<file path="config.mk">
export PLATFORM = sky130hd
export DESIGN_NAME = rds_readout_buffer
export DESIGN_NICKNAME = d
export VERILOG_FILES = /design/src/rtl/rdsrb_pkg.sv /design/src/rtl/rdsrb_store.sv /design/src/rtl/rdsrb_master.sv /design/src/rtl/rdsrb_edge.sv /design/src/rtl/rds_readout_buffer.sv
export SDC_FILE = /design/constraint.sdc
export NUM_CORES = 1
export LEC_CHECK = 0
export ABC_AREA = 1
export BUFFER_PORTS_ARGS = -buffer_cell sky130_fd_sc_hd__buf_2
export CORE_UTILIZATION = 45
export CTS_CLUSTER_DIAMETER = 120
export DETAILED_ROUTE_END_ITERATION = 10
export PLACE_DENSITY_LB_ADDON = 0.12
export RECOVER_POWER = 100
export SYNTH_ARGS = -nofsm -noshare
export SYNTH_HDL_FRONTEND = slang
export SYNTH_SLANG_ARGS = --single-unit
</file>
<file path="constraint.sdc">
create_clock -name clk -period 3.33 [get_ports clk]
set_clock_uncertainty 0.1 [all_clocks]
set_input_delay 0 -clock clk [delete_from_list [all_inputs] [get_ports clk]]
set_output_delay 0 -clock clk [all_outputs]
set_load 0.03 [all_outputs]
</file>
<file path="src/rtl/rdsrb_pkg.sv">
package rdsrb_pkg;

    typedef struct packed {
        logic data;
        logic rel;
    } rds_bit_t;

    typedef enum logic [1:0] {
        PH_IDLE,
        PH_HIGH,
        PH_LOW
    } mphase_e;

    typedef enum logic [1:0] {
        OP_MASTER,
        OP_SLAVE,
        OP_TESTRES,
        OP_STANDBY
    } opmode_e;

    function automatic opmode_e decode_op(input logic test, input logic mode);
        opmode_e r;
        case ({test, mode})
            2'b00:   r = OP_MASTER;
            2'b01:   r = OP_SLAVE;
            2'b10:   r = OP_TESTRES;
            default: r = OP_STANDBY;
        endcase
        return r;
    endfunction

endpackage

</file>
<file path="src/rtl/rdsrb_store.sv">
module rdsrb_store
    import rdsrb_pkg::*;
#(
    parameter int DEPTH = 128,
    localparam int AW = $clog2(DEPTH),
    localparam int CW = $clog2(DEPTH + 1)
) (
    input  logic          clk,
    input  logic          rst,
    input  logic          run,
    input  logic          wr_valid,
    input  rds_bit_t      wr_entry,
    input  logic          pop,
    output rds_bit_t      head,
    output logic [CW-1:0] fill,
    output logic          armed
);

    rds_bit_t      mem [DEPTH];
    logic [AW-1:0] wr_ptr;
    logic [AW-1:0] rd_ptr;
    logic [CW-1:0] fill_q;
    logic          armed_q;
    logic          full;
    logic          do_write;
    logic          do_pop;
    logic          rd_adv;

    function automatic logic [AW-1:0] ptr_next(input logic [AW-1:0] p);
        return (p == AW'(DEPTH - 1)) ? '0 : p + AW'(1);
    endfunction

    assign full     = (fill_q == CW'(DEPTH));
    assign do_write = run && wr_valid && (armed_q || wr_entry.rel);
    assign do_pop   = run && pop && (fill_q != '0);
    assign rd_adv   = do_pop || (do_write && full);

    always_ff @(posedge clk) begin
        if (rst) begin
            wr_ptr  <= '0;
            rd_ptr  <= '0;
            fill_q  <= '0;
            armed_q <= 1'b0;
        end else begin
            if (run && wr_valid && wr_entry.rel) begin
                armed_q <= 1'b1;
            end
            if (do_write) begin
                wr_ptr <= ptr_next(wr_ptr);
            end
            if (rd_adv) begin
                rd_ptr <= ptr_next(rd_ptr);
            end
            case ({do_write, do_pop})
                2'b10:   fill_q <= full ? fill_q : fill_q + CW'(1);
                2'b01:   fill_q <= fill_q - CW'(1);
                default: fill_q <= fill_q;
            endcase
        end
    end

    always_ff @(posedge clk) begin
        if (do_write) begin
            mem[wr_ptr] <= wr_entry;
        end
    end

    assign head  = mem[rd_ptr];
    assign fill  = fill_q;
    assign armed = armed_q;

endmodule

</file>
<file path="src/rtl/rdsrb_master.sv">
module rdsrb_master
    import rdsrb_pkg::*;
#(
    parameter int HALF_CYCLES = 1824,
    localparam int TW = $clog2(HALF_CYCLES + 1)
) (
    input  logic     clk,
    input  logic     rst,
    input  logic     run,
    input  logic     enable,
    input  logic     armed,
    input  logic     avail,
    input  rds_bit_t head,
    output logic     pop,
    output logic     sclk,
    output logic     sdata,
    output logic     rel
);

    localparam logic [TW-1:0] LAST = TW'(HALF_CYCLES - 1);

    mphase_e       phase;
    logic [TW-1:0] tcnt;
    logic          sclk_q;
    logic          data_q;
    logic          rel_q;
    logic          ready_bit;
    logic          slot_open;
    logic          load;

    assign ready_bit = armed && avail;
    assign slot_open = (phase == PH_IDLE) || ((phase == PH_LOW) && (tcnt == LAST));
    assign load      = run && enable && ready_bit && slot_open;

    always_ff @(posedge clk) begin
        if (rst) begin
            phase  <= PH_IDLE;
            tcnt   <= '0;
            sclk_q <= 1'b1;
            data_q <= 1'b1;
            rel_q  <= 1'b0;
        end else if (run) begin
            if (!enable) begin
                phase  <= PH_IDLE;
                tcnt   <= '0;
                sclk_q <= 1'b1;
            end else if (load) begin
                phase  <= PH_HIGH;
                tcnt   <= '0;
                sclk_q <= 1'b1;
                data_q <= head.data;
                rel_q  <= head.rel;
            end else begin
                case (phase)
                    PH_HIGH: begin
                        if (tcnt == LAST) begin
                            tcnt   <= '0;
                            sclk_q <= 1'b0;
                            phase  <= PH_LOW;
                        end else begin
                            tcnt <= tcnt + TW'(1);
                        end
                    end
                    PH_LOW: begin
                        if (tcnt == LAST) begin
                            tcnt   <= '0;
                            sclk_q <= 1'b1;
                            phase  <= PH_IDLE;
                        end else begin
                            tcnt <= tcnt + TW'(1);
                        end
                    end
                    default: begin
                        tcnt   <= '0;
                        sclk_q <= 1'b1;
                    end
                endcase
            end
        end
    end

    assign pop   = load;
    assign sclk  = sclk_q;
    assign sdata = data_q;
    assign rel   = rel_q;

endmodule

</file>
<file path="src/rtl/rdsrb_edge.sv">
module rdsrb_edge #(
    parameter int SYNC_STAGES = 2
) (
    input  logic clk,
    input  logic rst,
    input  logic run,
    input  logic enable,
    input  logic pin_in,
    output logic fall
);

    logic [SYNC_STAGES:0] sh;

    always_ff @(posedge clk) begin
        if (rst) begin
            sh <= '0;
        end else begin
            sh <= {sh[SYNC_STAGES-1:0], pin_in};
        end
    end

    assign fall = run && enable && sh[SYNC_STAGES] && !sh[SYNC_STAGES-1];

endmodule

</file>
<file path="src/rtl/rds_readout_buffer.sv">
module rds_readout_buffer
    import rdsrb_pkg::*;
#(
    parameter int DEPTH       = 128,
    parameter int HALF_CYCLES = 1824,
    localparam int CW = $clog2(DEPTH + 1)
) (
    input  logic clk,
    input  logic rst,
    input  logic bit_valid,
    input  logic bit_data,
    input  logic bit_rel,
    input  logic mode_sel,
    input  logic test_sel,
    input  logic sclk_in,
    output logic sclk_out,
    output logic sclk_oe,
    output logic sdata_out,
    output logic flag_out
);

    opmode_e       op;
    logic          run;
    logic          master_en;
    logic          slave_en;
    rds_bit_t      wr_entry;
    rds_bit_t      head;
    logic [CW-1:0] fill_cnt;
    logic          armed_q;
    logic          m_pop;
    logic          s_fall;
    logic          m_sclk;
    logic          m_data;
    logic          m_rel;

    assign op        = decode_op(test_sel, mode_sel);
    assign run       = !test_sel;
    assign master_en = (op == OP_MASTER);
    assign slave_en  = (op == OP_SLAVE);
    assign wr_entry  = '{data: bit_data, rel: bit_rel};

    rdsrb_store #(.DEPTH(DEPTH)) u_store (
        .clk      (clk),
        .rst      (rst),
        .run      (run),
        .wr_valid (bit_valid),
        .wr_entry (wr_entry),
        .pop      (m_pop || s_fall),
        .head     (head),
        .fill     (fill_cnt),
        .armed    (armed_q)
    );

    rdsrb_master #(.HALF_CYCLES(HALF_CYCLES)) u_master (
        .clk    (clk),
        .rst    (rst),
        .run    (run),
        .enable (master_en),
        .armed  (armed_q),
        .avail  (fill_cnt != '0),
        .head   (head),
        .pop    (m_pop),
        .sclk   (m_sclk),
        .sdata  (m_data),
        .rel    (m_rel)
    );

    rdsrb_edge #(.SYNC_STAGES(2)) u_edge (
        .clk    (clk),
        .rst    (rst),
        .run    (run),
        .enable (slave_en),
        .pin_in (sclk_in),
        .fall   (s_fall)
    );

    always_comb begin
        sclk_oe   = 1'b0;
        sclk_out  = 1'b0;
        sdata_out = 1'b0;
        flag_out  = 1'b0;
        case (op)
            OP_MASTER: begin
                sclk_oe   = 1'b1;
                sclk_out  = m_sclk;
                sdata_out = m_data;
                flag_out  = m_rel;
            end
            OP_SLAVE: begin
                sdata_out = head.data;
                flag_out  = (fill_cnt != '0);
            end
            default: begin
                sclk_oe = 1'b0;
            end
        endcase
    end

endmodule

</file>
==> summary.txt, run 1 <==
Yosys
  – Synth Flop Type: edfxtp_1
  – Mean post-synth cell area: 9.92 µm²
  – Area share of the largest cell type after synthesis: 57.4%
  – Top post-synthesis cells by area: edfxtp_1 (57%), nand2_1 (10%), nand3_1 (10%), dfxtp_1 (7.3%), nor2_1 (4.9%)
  – Post-synth EDFFs: 256
  – Post-synth ARST share: 0%
  – Mapped Nets: 1371
  – Number of synthesis warnings: 0
  – Synth top cells by count: nand2_1 (363), nand3_1 (269), edfxtp_1 (256)
  – Seq/Total Area, Yosys: 64.7%
  – Most frequent cell after synthesis: nand2_1
  – Unique masters post-synth: 38
  – Post-Syn Instances: 1350
  – Post-synthesis register bit count: 305
  – Cell accounting for the most synthesized area: edfxtp_1
  – Syn Std Cell Area: 13400 µm²

Layout
  – Fill cells: 2704
  – ANT cells: 0
  – Final nets: 1384
  – Register area: 8670 µm²
  – Multi-input gate area: 4170 µm²
  – Non-filler instance count after layout: 1772
  – Synth-to-Final Area Change: 12.0%
  – Share of layout cells above drive strength 1: 6.27%

Global routing
  – Largest net degree at the start of global routing: 129
  – Vias in the first global route: 9167
  – First-pass GRT wire length: 49.4 mm
  – Initial antenna violation count: 0
  – GRT Total Usage: 21.3%
  – Gr ovfl total: 0

Setup path
  – Critical path required time: 3.23 ns
  – RR Startpoint: u_master.tcnt[0]
  – Worst Setup End Kind: primary output
  – Critical path class: flop to primary output
  – Critical path launch point type: flop
  – Worst R2R Path Depth: 18
  – FF-to-FF End: u_store.fill[7]
  – R2r setup slk: 0.43 ns
  – CP arrival: 2.97 ns
  – Crit Path Max Fanout: 60

Place
  – IO buf count: 11
  – Dpl cells: 1701
  – GPL Wtd Cong: 0.797
  – DP HPWL: 18.8 mm

STA
  – Final min period: 3.07 ns
  – Worst-Margin Slew: 2.80 ns
  – Fmax: 326 MHz
  – Max_slew headroom: -86.6%
  – Final Hold Viols: 0
  – Setup violators final: 0
  – RSZ-0062 raised after global routing: no
  – Setup TNS: 0 ns
  – Tcrit/Tclk final: 92.2%
  – Max-slew violation count: 115

Hold path
  – Worst hold path endpoint: u_store.wr_ptr[1]
  – Hold WC Path Type: input pin to flop
  – Hold Startpoint: bit_rel
  – Min-Delay Path Depth: 6

Clock network
  – Htree depth: 2
  – Post-CTS Repair Setup Buffers: 0
  – Clock Latency Late Sink: 0.52 ns
  – Clk buf depth: 3
  – Clock sink total: 305
  – Root Buffer Master: clkbuf_16
  – CTS tree: yes
  – Total CTS buffers: 35
  – Clock Pin Slew Worst Setup and Hold Paths: 0.06 ns

Route
  – Post-DR wirelength/cell: 18.1 µm
  – Met2 routed WL: 15.3 mm
  – Drt via density: 5.37
  – DRC violations left: 0
  – Routed WL: 32.0 mm
  – Routed wl met3: 1.65 mm
  – Wl on met1: 14.2 mm
  – Final ANT Viol Nets: 0
  – Via count: 9513
  – TritonRoute pass-1 iters: 8
  – Top Metal Used: met4
  – Detailed Route Iter0 Violations: 788

Die
  – Die ar.: 30500 µm²
  – Die Y: 175 µm
  – Effective utilization at floorplan: 46.2%
  – Die Wd: 175 µm
  – Site Rows: 62
  – I/O Pins: 12
  – Core area: 29000 µm²

Power and ir drop
  – Static leakage: 5.34 nW
  – Max VDD drop: 0.388 mV
  – Pwr Density: 547 nW/µm²

Outcome
  – Failing checks: max-capacitance violations, max-slew violations
  – Status: finished, violations left

Job
  – Max cap viols: 2
state kept, by name, indices dropped and copies added, names as in the netlist, named ones only:
register,cells
u_store.wr_ptr,7
u_store.rd_ptr,7
u_master.phase,2
u_edge.sh,3
u_master.rel,1
u_master.sclk,1
u_store.armed,1
u_store.mem,256
u_store.fill,8
u_master.tcnt,11
u_master.sdata,1
power breakdown:
part | internal, W | switching (W) | total [W]
registers | 0.00415 | 0.0000139 | 0.00416
logic | 0.0000676 | 0.000186 | 0.000254
clock network | 0.00232 | 0.00147 | 0.00379
cells by family (layout without fill, tap and decap cells):
kind of cell	count (synthesis)	count (layout)	synth area share (%)
buffers and inverters	123	161	3.89
XOR/XNOR	9	9	0.589
adder cells (fa/ha/maj)	13	13	1.27
AO/OA/AOI/OAI	57	57	2.40
flip-flops	305	305	64.7
AND/OR/NAND/NOR	843	843	27.1
final cells by class:
type	count	area share, %
Sequential cell	305	57.8
Multi-Input combinational cell	922	27.8
Clock buffer	48	6.64
Tap cell	384	3.20
Timing Repair Buffer	43	2.14
Inverter	56	1.47
Clock inverter	14	0.943
worst max-delay path, cell delays in order, from the launching register on:
cell and delay, ns:
dfxtp_4 0.36, clkinv_2 0.35, buf_12 0.35, nand2_1 0.09, nand3_1 0.07, nand3_1 0.15, nand3_1 0.12, nand2_1 0.18
nand2_1 0.09, nand3_1 0.11, nand2_1 0.05, nand2_1 0.05, nand2_1 0.12, nand2_1 0.09, nand2_1 0.04, clkbuf_2 0.18
layout by cell type, fill, tap and decap left out, types with 2 or more instances in the layout:
cell type and count:
nand2_1 368, nand3_1 269, edfxtp_1 256, nor2_1 177, inv_1 52, dfxtp_1 47
clkbuf_16 36, a21oi_1 31, clkbuf_1 22, o21ai_0 15, ha_1 12, dlygate4sd3_1 9
xor2_1 8, buf_4 7, nor3_1 6, clkinv_1 6, clkinv_2 5, clkbuf_8 5
buf_2 5, nor4_1 4, buf_12 4, nor2_2 3, nand2_4 3, nand4_1 3
o21a_1 3, o211ai_1 3, bufinv_16 3, nand3_2 2, or2_2 2, nand3b_1 2
clkbuf_2 2
worst max-delay path by stage:
stage	startpoint	to	slack, ns	cells past startpoint
floorplan	u_master.tcnt[0]	u_store.fill[7]	0.69	16
global placement	u_master.tcnt[0]	u_store.fill[7]	0.41	18
detailed placement	u_master.tcnt[0]	u_store.fill[5]	0.31	16
CTS	flop	sdata_out	0.29	15
global route	bit_data	u_store.mem[81][1]	0.05	3
finish	flop	sdata_out	0.26	15
metal layers:
metal | GRT usage [%] | vias to the layer above
met2 | 35.8 | 199
met4 | 6.52 | 0
met5 | 0 | -
met3 | 3.13 | 54
li1 | - | 4645
met1 | 28.6 | 4615
timing repair:
| action | 4_1_cts | 5_1_grt |
|---|---|---|
| hold buffers | 9 | 0 |
| resized for setup | 0 | 1 |
| setup endpoints to repair | 0 | 1 |
| endpoints found under the hold margin | 93 | 0 |
through the flow:
stage / power (W) / area, µm² / worst slack [ns] / hold WS [ns] / utilization [%]
after global placement: 0.00450 / 13900 / 0.405 / 0.104 / 47.8
after detailed placement: 0.00450 / 13900 / 0.310 / 0.120 / 47.8
after floorplan: 0.00439 / 13400 / 0.691 / -0.0504 / -
final: 0.00820 / 15000 / 0.260 / 0.0324 / 51.7
after CTS: 0.00828 / 15100 / 0.291 / 0.000313 / 52.0
after global routing: 0.00845 / 15000 / 0.0534 / 0.0677 / 51.7
(Power assumes the default switching activity.)
==> run 2: changes to the inputs <==
--- a/config.mk
+++ b/config.mk
@@ -7,7 +7,7 @@
 export LEC_CHECK = 0
 export ABC_AREA = 1
 export BUFFER_PORTS_ARGS = -buffer_cell sky130_fd_sc_hd__buf_2
-export CORE_UTILIZATION = 45
+export CORE_UTILIZATION = 50
 export CTS_CLUSTER_DIAMETER = 120
 export DETAILED_ROUTE_END_ITERATION = 10
 export PLACE_DENSITY_LB_ADDON = 0.12
==> summary.txt, run 2 (synthesis gave the netlist of run 1 again) <==
Setup path
  – Crit Path Max Fanout: 12
  – Critical path required time: 3.47 ns
  – Slowest CP cell: dlygate4sd3_1
  – CP arrival: 3.22 ns
  – Buffers & Inverters on Critical Path: 4
  – Critical path launch point type: flop
  – Cell mode on critical path: nor2_1
  – Crit-path cells: nor2_1 > nor2_1 > dlygate4sd3_1 > buf_4 > inv_1 > nor2_1 > nand3_1 > buf_2 > nor2_1
  – Crit path largest cell delay: 0.54 ns
  – Critical path class: flop to flop
  – Worst Setup End Kind: flop
  – Family with the most delay on the worst path: buffers and inverters

Hold path
  – Hold WC Path Type: input pin to flop

Layout
  – Non-filler instance count after layout: 1721
  – Max reg flops: 256
  – Top reg by flops: u_store.mem
  – Final nets: 1383
  – Commonest non-fill, non-tap cell in the layout: nand2_1
  – Synth-to-Final Area Change: 11.1%
  – ANT cells: 0
  – Share of layout cells above drive strength 1: 6.93%
  – Most frequent cells in the layout: nand2_1 (368), nand3_1 (269), edfxtp_1 (256)

Route
  – DRC violations left: 0
  – Final ANT Viol Nets: 0
  – Routed WL: 31.2 mm
  – Post-DR wirelength/cell: 18.2 µm
  – Drt via density: 5.57
  – Detailed Route Iter0 Violations: 723
  – Via count: 9588
  – TritonRoute pass-1 iters: 5

STA
  – Fmax: 325 MHz
  – Tcrit/Tclk final: 92.4%
  – Final Hold Viols: 0
  – Max-slew violation count: 0
  – Final min period: 3.08 ns
  – RSZ-0062 raised after global routing: no
  – Setup TNS: 0 ns
  – Setup violators final: 0
  – Max_slew headroom: 2.78%
  – Worst-Margin Slew: 1.46 ns

Place
  – IO buf count: 11
  – DP HPWL: 18.4 mm
  – Dpl cells: 1652
  – GPL Wtd Cong: 0.820

Die
  – Effective utilization at floorplan: 51.2%
  – Die Wd: 166 µm
  – Core area: 26100 µm²
  – Die ar.: 27400 µm²
  – I/O Pins: 12
  – Die Y: 166 µm
  – Site Rows: 59

Global routing
  – Initial antenna violation count: 0
  – Vias in the first global route: 9495
  – Gr ovfl total: 0
  – Largest net degree at the start of global routing: 129
  – GRT Total Usage: 23.1%
  – First-pass GRT wire length: 49.7 mm

Clock network
  – Clock Pin Slew Worst Setup and Hold Paths: 0.07 ns
  – CTS tree: yes
  – Total CTS buffers: 31
  – Clk buf depth: 3
  – Root Buffer Master: clkbuf_16
  – Clock sink total: 305
  – Post-CTS Repair Setup Buffers: 0
  – Clock Latency Late Sink: 0.56 ns
  – Htree depth: 1

Power and ir drop
  – Static leakage: 5.32 nW
  – Pwr Density: 530 nW/µm²
  – Max VDD drop: 0.407 mV

Outcome
  – Status: complete, no violations

Job
  – Max cap viols: 0
[run 2: final timing paths]
path | startpoint | end | slack (ns) | cells past startpoint
min | test_sel | u_master.tcnt[3] | 0.28 | 4
min reg2reg | u_edge.sh[0] | u_edge.sh[1] | 0.31 | 2
max | u_store.armed | u_store.mem[6][0] | 0.25 | 9
max reg2reg | u_store.armed | u_store.mem[6][0] | 0.25 | 9
[run 2: layer usage]
layer | GRT usage, % | vias up | share of wire [%]
li1 | - | 4633 | -
met1 | 29.6 | 4628 | 42
met2 | 41.2 | 284 | 50
met3 | 2.58 | 43 | 5.9
met4 | 6.91 | 0 | 2.1
met5 | 0 | - | 0
[run 2: through the flow]
step | util [%] | instance area (µm²) | worst slack [ns] | total power, W | hold WS (ns)
after floorplan | - | 13400 | 0.691 | 0.00439 | -0.0504
after global routing | 56.9 | 14900 | 0.0457 | 0.00813 | 0.311
final | 56.9 | 14900 | 0.253 | 0.00789 | 0.277
after detailed placement | 52.8 | 13800 | 0.342 | 0.00450 | 0.109
after global placement | 52.8 | 13800 | 0.425 | 0.00450 | 0.108
after CTS | 57.3 | 15000 | 0.234 | 0.00795 | 0.259
[run 2: what timing repair did]
item / in CTS / in global routing
setup endpoints to repair: 0 / 1
hold buffers: 12 / 0
endpoints found under the hold margin: 137 / 0
gates resized for setup: 0 / 1
[run 2: layout make-up]
type	count	area, µm²
clock buffers	40	891
fillers	2299	11300
well taps	335	419
inverters	56	216
clock inverters	17	153
flip-flops and latches	305	8670
multi-input cells	922	4170
repair buffers	46	357
[run 2: worst reg2reg max path: stages (launching register included)]
cell and delay (ns):
dfxtp_1 0.36, nor2_1 0.05, nor2_1 0.09, dlygate4sd3_1 0.54, buf_4 0.17, inv_1 0.11, nor2_1 0.28, nand3_1 0.43
buf_2 0.40, nor2_1 0.22
[run 2: power by group]
group,leakage [nW],internal (W),switching [W]
Sequential,2.70,0.00415,0.0000143
Combinational,2.11,0.0000699,0.000187
Clock,0.519,0.00204,0.00143
Total,5.32,0.00626,0.00163
